`src/rtl/blit_pkg.sv`:
```
package blit_pkg;
  typedef struct packed {
    logic load;      // a word step is taken this cycle
    logic rowStart;  // clear previous-word state and reseed fill
    logic useFirst;  // apply first-word mask to A
    logic useLast;   // apply last-word mask to A
    logic opStart;   // preset zero-detect flag
    logic writeEn;   // this word may be written
  } blitStrobe_t;
endpackage

```
`src/rtl/blit_funnel.sv`:
```
module blit_funnel #(
  parameter int WORD_W = 16,
  localparam int SHIFT_W = $clog2(WORD_W)
) (
  input  logic [2*WORD_W-1:0] window,
  input  logic [SHIFT_W-1:0]  amt,
  output logic [WORD_W-1:0]   dataOut
);
  logic [2*WORD_W-1:0] shifted;

  always_comb begin
    shifted = window >> amt;
    dataOut = shifted[WORD_W-1:0];
  end
endmodule

```
`src/rtl/blit_fill.sv`:
```
module blit_fill #(
  parameter int WORD_W = 16
) (
  input  logic [WORD_W-1:0] dataIn,
  input  logic              seed,
  input  logic              exclusive,
  output logic [WORD_W-1:0] dataOut,
  output logic              carryOut
);
  logic [WORD_W:0] state;

  assign state[0] = seed;

  for (genvar i = 0; i < WORD_W; i++) begin : g_bit
    assign state[i+1]  = state[i] ^ dataIn[i];
    assign dataOut[i]  = exclusive ? state[i+1] : (state[i] | dataIn[i]);
  end

  assign carryOut = state[WORD_W];
endmodule

```
`src/rtl/blit_ctrl.sv`:
```
module blit_ctrl
  import blit_pkg::*;
(
  input  logic        clk,
  input  logic        rstN,
  input  logic        opStart,
  input  logic        wordValid,
  input  logic        rowFirst,
  input  logic        rowLast,
  input  logic        destInhibit,
  output blitStrobe_t strobe,
  output logic        outValid,
  output logic        outWrite
);
  always_comb begin
    strobe.load     = wordValid;
    strobe.rowStart = wordValid & rowFirst;
    strobe.useFirst = rowFirst;
    strobe.useLast  = rowLast;
    strobe.opStart  = opStart;
    strobe.writeEn  = wordValid & ~destInhibit;
  end

  always_ff @(posedge clk or negedge rstN) begin
    if (!rstN) begin
      outValid <= 1'b0;
      outWrite <= 1'b0;
    end else begin
      outValid <= strobe.load;
      outWrite <= strobe.writeEn;
    end
  end
endmodule

```
`src/rtl/blit_datapath.sv`:
```
module blit_datapath
  import blit_pkg::*;
#(
  parameter int WORD_W = 16,
  localparam int SHIFT_W = $clog2(WORD_W),
  localparam int NUM_SHIFTED = 2
) (
  input  logic               clk,
  input  logic               rstN,
  input  blitStrobe_t        strobe,
  input  logic [WORD_W-1:0]  srcA,
  input  logic [WORD_W-1:0]  srcB,
  input  logic [WORD_W-1:0]  srcC,
  input  logic [WORD_W-1:0]  firstMask,
  input  logic [WORD_W-1:0]  lastMask,
  input  logic [SHIFT_W-1:0] shiftA,
  input  logic [SHIFT_W-1:0] shiftB,
  input  logic [7:0]         minterm,
  input  logic               fillEn,
  input  logic               fillExcl,
  input  logic               fillCarryIn,
  output logic [WORD_W-1:0]  outData,
  output logic               zeroFlag
);
  logic [WORD_W-1:0]  maskedA;
  logic [WORD_W-1:0]  curWord   [NUM_SHIFTED];
  logic [WORD_W-1:0]  prevWord  [NUM_SHIFTED];
  logic [WORD_W-1:0]  alignWord [NUM_SHIFTED];
  logic [SHIFT_W-1:0] amtSel    [NUM_SHIFTED];
  logic [WORD_W-1:0]  logicRes;
  logic [WORD_W-1:0]  fillRes;
  logic [WORD_W-1:0]  finalRes;
  logic               fillState;
  logic               fillSeed;
  logic               fillCarryOut;

  // Edge masking of the A source before alignment
  always_comb begin
    maskedA = srcA;
    if (strobe.useFirst) maskedA = maskedA & firstMask;
    if (strobe.useLast)  maskedA = maskedA & lastMask;
  end

  assign curWord[0] = maskedA;
  assign curWord[1] = srcB;
  assign amtSel[0]  = shiftA;
  assign amtSel[1]  = shiftB;

  // One funnel shifter and one history register per shifted source
  for (genvar s = 0; s < NUM_SHIFTED; s++) begin : g_src
    logic [WORD_W-1:0] histSel;

    assign histSel = strobe.rowStart ? '0 : prevWord[s];

    blit_funnel #(.WORD_W(WORD_W)) u_funnel (
      .window  ({histSel, curWord[s]}),
      .amt     (amtSel[s]),
      .dataOut (alignWord[s])
    );

    always_ff @(posedge clk or negedge rstN) begin
      if (!rstN)            prevWord[s] <= '0;
      else if (strobe.load) prevWord[s] <= curWord[s];
    end
  end

  // Programmable three-input function, one lookup per bit
  for (genvar i = 0; i < WORD_W; i++) begin : g_logic
    assign logicRes[i] = minterm[{alignWord[0][i], alignWord[1][i], srcC[i]}];
  end

  assign fillSeed = strobe.rowStart ? fillCarryIn : fillState;

  blit_fill #(.WORD_W(WORD_W)) u_fill (
    .dataIn    (logicRes),
    .seed      (fillSeed),
    .exclusive (fillExcl),
    .dataOut   (fillRes),
    .carryOut  (fillCarryOut)
  );

  assign finalRes = fillEn ? fillRes : logicRes;

  always_ff @(posedge clk or negedge rstN) begin
    if (!rstN) begin
      fillState <= 1'b0;
      outData   <= '0;
    end else if (strobe.load) begin
      fillState <= fillCarryOut;
      outData   <= finalRes;
    end
  end

  always_ff @(posedge clk or negedge rstN) begin
    if (!rstN) begin
      zeroFlag <= 1'b1;
    end else if (strobe.load) begin
      zeroFlag <= (strobe.opStart | zeroFlag) & ~(|finalRes);
    end else if (strobe.opStart) begin
      zeroFlag <= 1'b1;
    end
  end
endmodule

```
`src/rtl/blit_word_path.sv`:
```
module blit_word_path
  import blit_pkg::*;
#(
  parameter int WORD_W = 16,
  localparam int SHIFT_W = $clog2(WORD_W)
) (
  input  logic               clk,
  input  logic               rstN,
  input  logic               opStart,
  input  logic               wordValid,
  input  logic               rowFirst,
  input  logic               rowLast,
  input  logic [WORD_W-1:0]  srcA,
  input  logic [WORD_W-1:0]  srcB,
  input  logic [WORD_W-1:0]  srcC,
  input  logic [WORD_W-1:0]  firstMask,
  input  logic [WORD_W-1:0]  lastMask,
  input  logic [SHIFT_W-1:0] shiftA,
  input  logic [SHIFT_W-1:0] shiftB,
  input  logic [7:0]         minterm,
  input  logic               fillEn,
  input  logic               fillExcl,
  input  logic               fillCarryIn,
  input  logic               destInhibit,
  output logic               outValid,
  output logic               outWrite,
  output logic [WORD_W-1:0]  outData,
  output logic               zeroFlag
);
  blitStrobe_t strobe;

  blit_ctrl u_ctrl (
    .clk         (clk),
    .rstN        (rstN),
    .opStart     (opStart),
    .wordValid   (wordValid),
    .rowFirst    (rowFirst),
    .rowLast     (rowLast),
    .destInhibit (destInhibit),
    .strobe      (strobe),
    .outValid    (outValid),
    .outWrite    (outWrite)
  );

  blit_datapath #(.WORD_W(WORD_W)) u_dp (
    .clk         (clk),
    .rstN        (rstN),
    .strobe      (strobe),
    .srcA        (srcA),
    .srcB        (srcB),
    .srcC        (srcC),
    .firstMask   (firstMask),
    .lastMask    (lastMask),
    .shiftA      (shiftA),
    .shiftB      (shiftB),
    .minterm     (minterm),
    .fillEn      (fillEn),
    .fillExcl    (fillExcl),
    .fillCarryIn (fillCarryIn),
    .outData     (outData),
    .zeroFlag    (zeroFlag)
  );
endmodule

```
`config.mk`:
```
export PLATFORM = sky130hd
export DESIGN_NAME = blit_word_path
export DESIGN_NICKNAME = d
export VERILOG_FILES = /design/src/rtl/blit_pkg.sv /design/src/rtl/blit_funnel.sv /design/src/rtl/blit_fill.sv /design/src/rtl/blit_ctrl.sv /design/src/rtl/blit_datapath.sv /design/src/rtl/blit_word_path.sv
export SDC_FILE = /design/constraint.sdc
export NUM_CORES = 1
export LEC_CHECK = 0
export BUFFER_PORTS_ARGS = -buffer_cell sky130_fd_sc_hd__buf_2
export CAP_MARGIN = 5
export CORE_MARGIN = 2
export CORE_UTILIZATION = 52
export CTS_CLUSTER_DIAMETER = 100
export DETAILED_ROUTE_END_ITERATION = 8
export PLACE_DENSITY = 0.88
export SYNTH_ARGS = -nofsm -noshare
export SYNTH_HDL_FRONTEND = slang
export SYNTH_HIERARCHICAL = 1
export SYNTH_SLANG_ARGS = --single-unit
```
`constraint.sdc`:
```
create_clock -name clk -period 7.4 [get_ports clk]
set_input_delay 0.37 -clock clk [delete_from_list [all_inputs] [get_ports clk]]
set_output_delay 0.37 -clock clk [all_outputs]
set_load 0.03 [all_outputs]
```
# [Word-level counts from Yosys, hierarchy flattened]
# Cells that the tools add are included.
# W data, S select, Z words.
[totals] ff_bits=52 elab_cells=123 out_inout_bits=19 input_bits=106
[classes] bitwise=40 n_shift=2 reduce_logical=2 n_lt_le_gt_ge=16 muxes=56
[op_table] cell="$mux W16" n=5
[op_table] cell="$lt A3 B4 Y1 const B" n=16
[op_table] cell="$shr A32 B4 Y16" n=2
[op_table] cell="$bmux W1 S3" n=16
[op_table] cell="$mux W1" n=35
[op_table] cell="$and A16 B16 Y16" n=2
[op_table] cell="$or A1 B1 Y1" n=17
[op_table] cell="$reduce_or A16 Y1" n=1
[op_table] cell="$xor A1 B1 Y1" n=16
[op_table] cell="$and A1 B1 Y1" n=3
[op_table] cell="$not A1 Y1" n=2
[op_table] cell="$reduce_bool A2 Y1" n=1

# [Logic depth before layout (Yosys ltp)]
[logic_depth] ltp_word=29 mapped_depth=47 ltp_nobuf=45

# [Modules after synthesis]
# Netlist, hierarchy kept.
[modules_own_cells] mod="blit_datapath" instances=1 cells_per_inst=323 seq_area_each_um2=1252.5 area_per_inst_um2=3613.5
[modules_own_cells] mod="blit_funnel" instances=2 cells_per_inst=83 seq_area_each_um2=0.0 area_per_inst_um2=1131.1
[modules_own_cells] mod="blit_fill" instances=1 cells_per_inst=76 seq_area_each_um2=0.0 area_per_inst_um2=503.0
[modules_own_cells] mod="blit_ctrl" instances=1 cells_per_inst=8 seq_area_each_um2=50.0 area_per_inst_um2=100.1

# [Least setup slack after synthesis]
# OpenSTA, ideal clock, no wires.
[synth_timing] path_kind="input to register" start="input rowLast" end="register u_dp.zeroFlag" required_ps=7327 t_arrival_ps=7864 path_stages=46 n_path_buf=3 setup_ps=73 setup_slack_ps=-537 cell_sequence="buf_4 -> clkbuf_1 -> clkbuf_1 -> a21oi_1 -> mux4_2 -> mux2i_1 -> mux2i_1 -> mux4_2 -> inv_1 -> ha_1 -> inv_1 -> ha_1 -> inv_1 -> ha_1 -> inv_1 -> ha_1 -> inv_1 -> ha_1 -> (+10 left out) -> inv_1 -> ha_1 -> inv_1 -> ha_1 -> inv_1 -> ha_1 -> inv_1 -> ha_1 -> inv_1 -> ha_1 -> inv_1 -> ha_1 -> nand2_1 -> o21ai_1 -> mux2i_1 -> nand4_1 -> or4_1 -> a21oi_1"
[synth_lines] element="start: declaration" line="blit_word_path.sv:12" text="input logic rowLast,"
[synth_lines] element="end signal: assignment" line="blit_datapath.sv:98" text="zeroFlag <= (strobe.opStart | zeroFlag) & ~(|finalRes);"
[synth_lines] element="end: declaration" line="blit_datapath.sv:23" text="output logic zeroFlag"

==> flow_summary.yaml <==
clocking:
  cts-buffers-inserted: 5
  cts_tree: "done"
  clk_path_buf_depth: 2
  cts_num_sinks: 50
  clk_latency_ns: 0.30
  clk_pin_slew_worst_paths_ns: 0.07
  clock_tree.root_cell: "clkbuf_16"
  cts_max_level: 2
route:
  drc: 0
  wl_per_cell_um: 20.57
  ant_nets: 0
  firstDrtPassIters: 5
  vias: 5598
  routed_via_density: 6.276
  routed_wl_mm: 18.35
  drtIter0Drc: 567
worst_setup_path:
  arrival_ns: 7.88
  worstSetupStartpointType: "register"
  cp_max_fo: 2
  criticalPathCategory: "reg -> reg"
  crit_slowest_cell: "mux4_2"
  critical_path_required_ns: 7.63
  worstSetupEndpointType: "register"
  cpPeakStageDelay_ns: 0.52
  cpMostUsedCell: "ha_4"
power_and_ir_drop:
  power.density_mw_per_mm2: 340.9
  peakVddDrop_mv: 0.2672
  finalPower_mw: 2.757
  p_leak_nw: 3.714
timing:
  skew_ns: 0.009670
  slew_violations: 0
  tightest_slew_ns: 0.7523
  max_freq_ghz: 0.1307
  fin_hold_ws_ns: 0.1754
  final.setup.worst_slack_ns: -0.2489
  rsz0062_at_grt: "true"
  setup_viol: 1
  min_period_over_period_pct: 103.4
  fin_crit_ns: 7.649
  slew_headroom_pct: 49.85
  hold_viol_final: 0
layout:
  design_area_mm2: 0.008089
  area.growth.synth_to_final_pct: 26.52
  layout_common_cells: "buf_2, buf_4, mux2i_1"
  final_nets: 866
  antenna_cells_inserted: 0
  mostFrequentLayoutCell: "buf_2"
  drive_gt1_share_pct: 58.66
  final_cells: 892
placed_design:
  port-buffer-count: 124
  place_inst: 869
  dpl.hpwl_mm: 13.57
  dpl_cell_area_mm2: 0.007506
  place.gp.congestion: 0.8721
global_route:
  grt_max_degree: 67
  overflow: 0
  grt_usage_pct: 28.20
  antenna_found_initial: 0
  grt_pass1_wl_mm: 29.51
  first_global_vias: 5921
logic_synthesis:
  synthCells: 567
  netlist_area_mm2: 0.006394
  post_synth.cell_area_avg_um2: 11.28
  ys_warn_count: 6
  synth_nets: 689
job:
  cap_violations: 0
floorplanning:
  die-area_mm2: 0.01320
  row_count: 40
  start_util_pct: 53.23
  coreArea_mm2: 0.01201
  fp.dieH_um: 114.9
  die_w_um: 114.9
  io_pins: 125
status:
  violations: "negative setup slack"
  status: "finished with violations"
hold_path:
  hp-class: "in -> async"
==> report_power, final <==
part           switching [mW]  internal [mW]
clock                   0.110          0.162
sequential             0.0278          0.335
combinational            1.03           1.09
==> metrics by stage <==
step	setup slack [ns]	utilization [%]	setup TNS [ns]
detailed placement	-0.9848	62.49	-2.240
CTS	-0.1097	66.34	-0.1097
global route	-0.3981	67.34	-0.3981
finish	-0.2489	67.34	-0.2489
floorplan	-0.1716	-	-0.1716
global placement	-0.5558	62.49	-0.8420
==> repair_timing <==
action / 4_1_cts / 5_1_grt
setup endpoints to repair: 4 / 2
hold buffers: 0 / 0
gates resized for setup: 52 / 16
hold endpoints to repair: 0 / 0
setup buffers: 7 / 8
pin swaps: 16 / 18
==> critical path, delay by kind of cell, from the launching register on <==
family / cells / cell delay (ns)
AOI/OAI and AO/OA: 2 / 0.22
DFF: 1 / 0.35
muxes: 5 / 1.52
buffers and inverters: 16 / 0.81
and+or+nand+nor: 4 / 0.83
adders and majority gates: 15 / 3.84
==> cell type report <==
type / instances / area (um2)
multi-input cells: 414 / 4876
fillers: 841 / 3923
repair buffers: 222 / 1371
flip-flops and latches: 50 / 1252
inverters: 51 / 231.5
well taps: 147 / 183.9
clock buffers: 5 / 125.1
clock inverters: 3 / 48.80
==> flip-flops by register name (all words and copies together) (netlist names) <==
name / flops
u_dp/prevWord: 30
u_dp/outData: 16
u_ctrl/outValid: 1
u_ctrl/outWrite: 1
u_dp/fillState: 1
u_dp/zeroFlag: 1
==> worst paths after layout <==
kind | startpoint | to | slack [ns] | cells after the start
max in group asynchronous | rstN | u_dp/prevWord[7] | 6.77 | 2
max | u_dp/prevWord[0] | u_dp/zeroFlag | -0.25 | 42
min | rstN | u_dp/outData[1] | 0.18 | 2
max reg2reg | u_dp/prevWord[0] | u_dp/zeroFlag | -0.25 | 42
min reg2reg | u_dp/prevWord[19] | u_dp/prevWord[19] | 0.50 | 1
min in group clk | destInhibit | u_ctrl/outWrite | 0.24 | 2
==> layer usage <==
layer  global-route usage (%)  share of wire [%]  wire length, um
met2                    50.04                 51             9356
met1                    34.95                 40             7281
met4                    10.60                3.5              634
met5                        0                  0                0
met3                    4.006                5.8             1073
(Power assumes the default switching activity.)
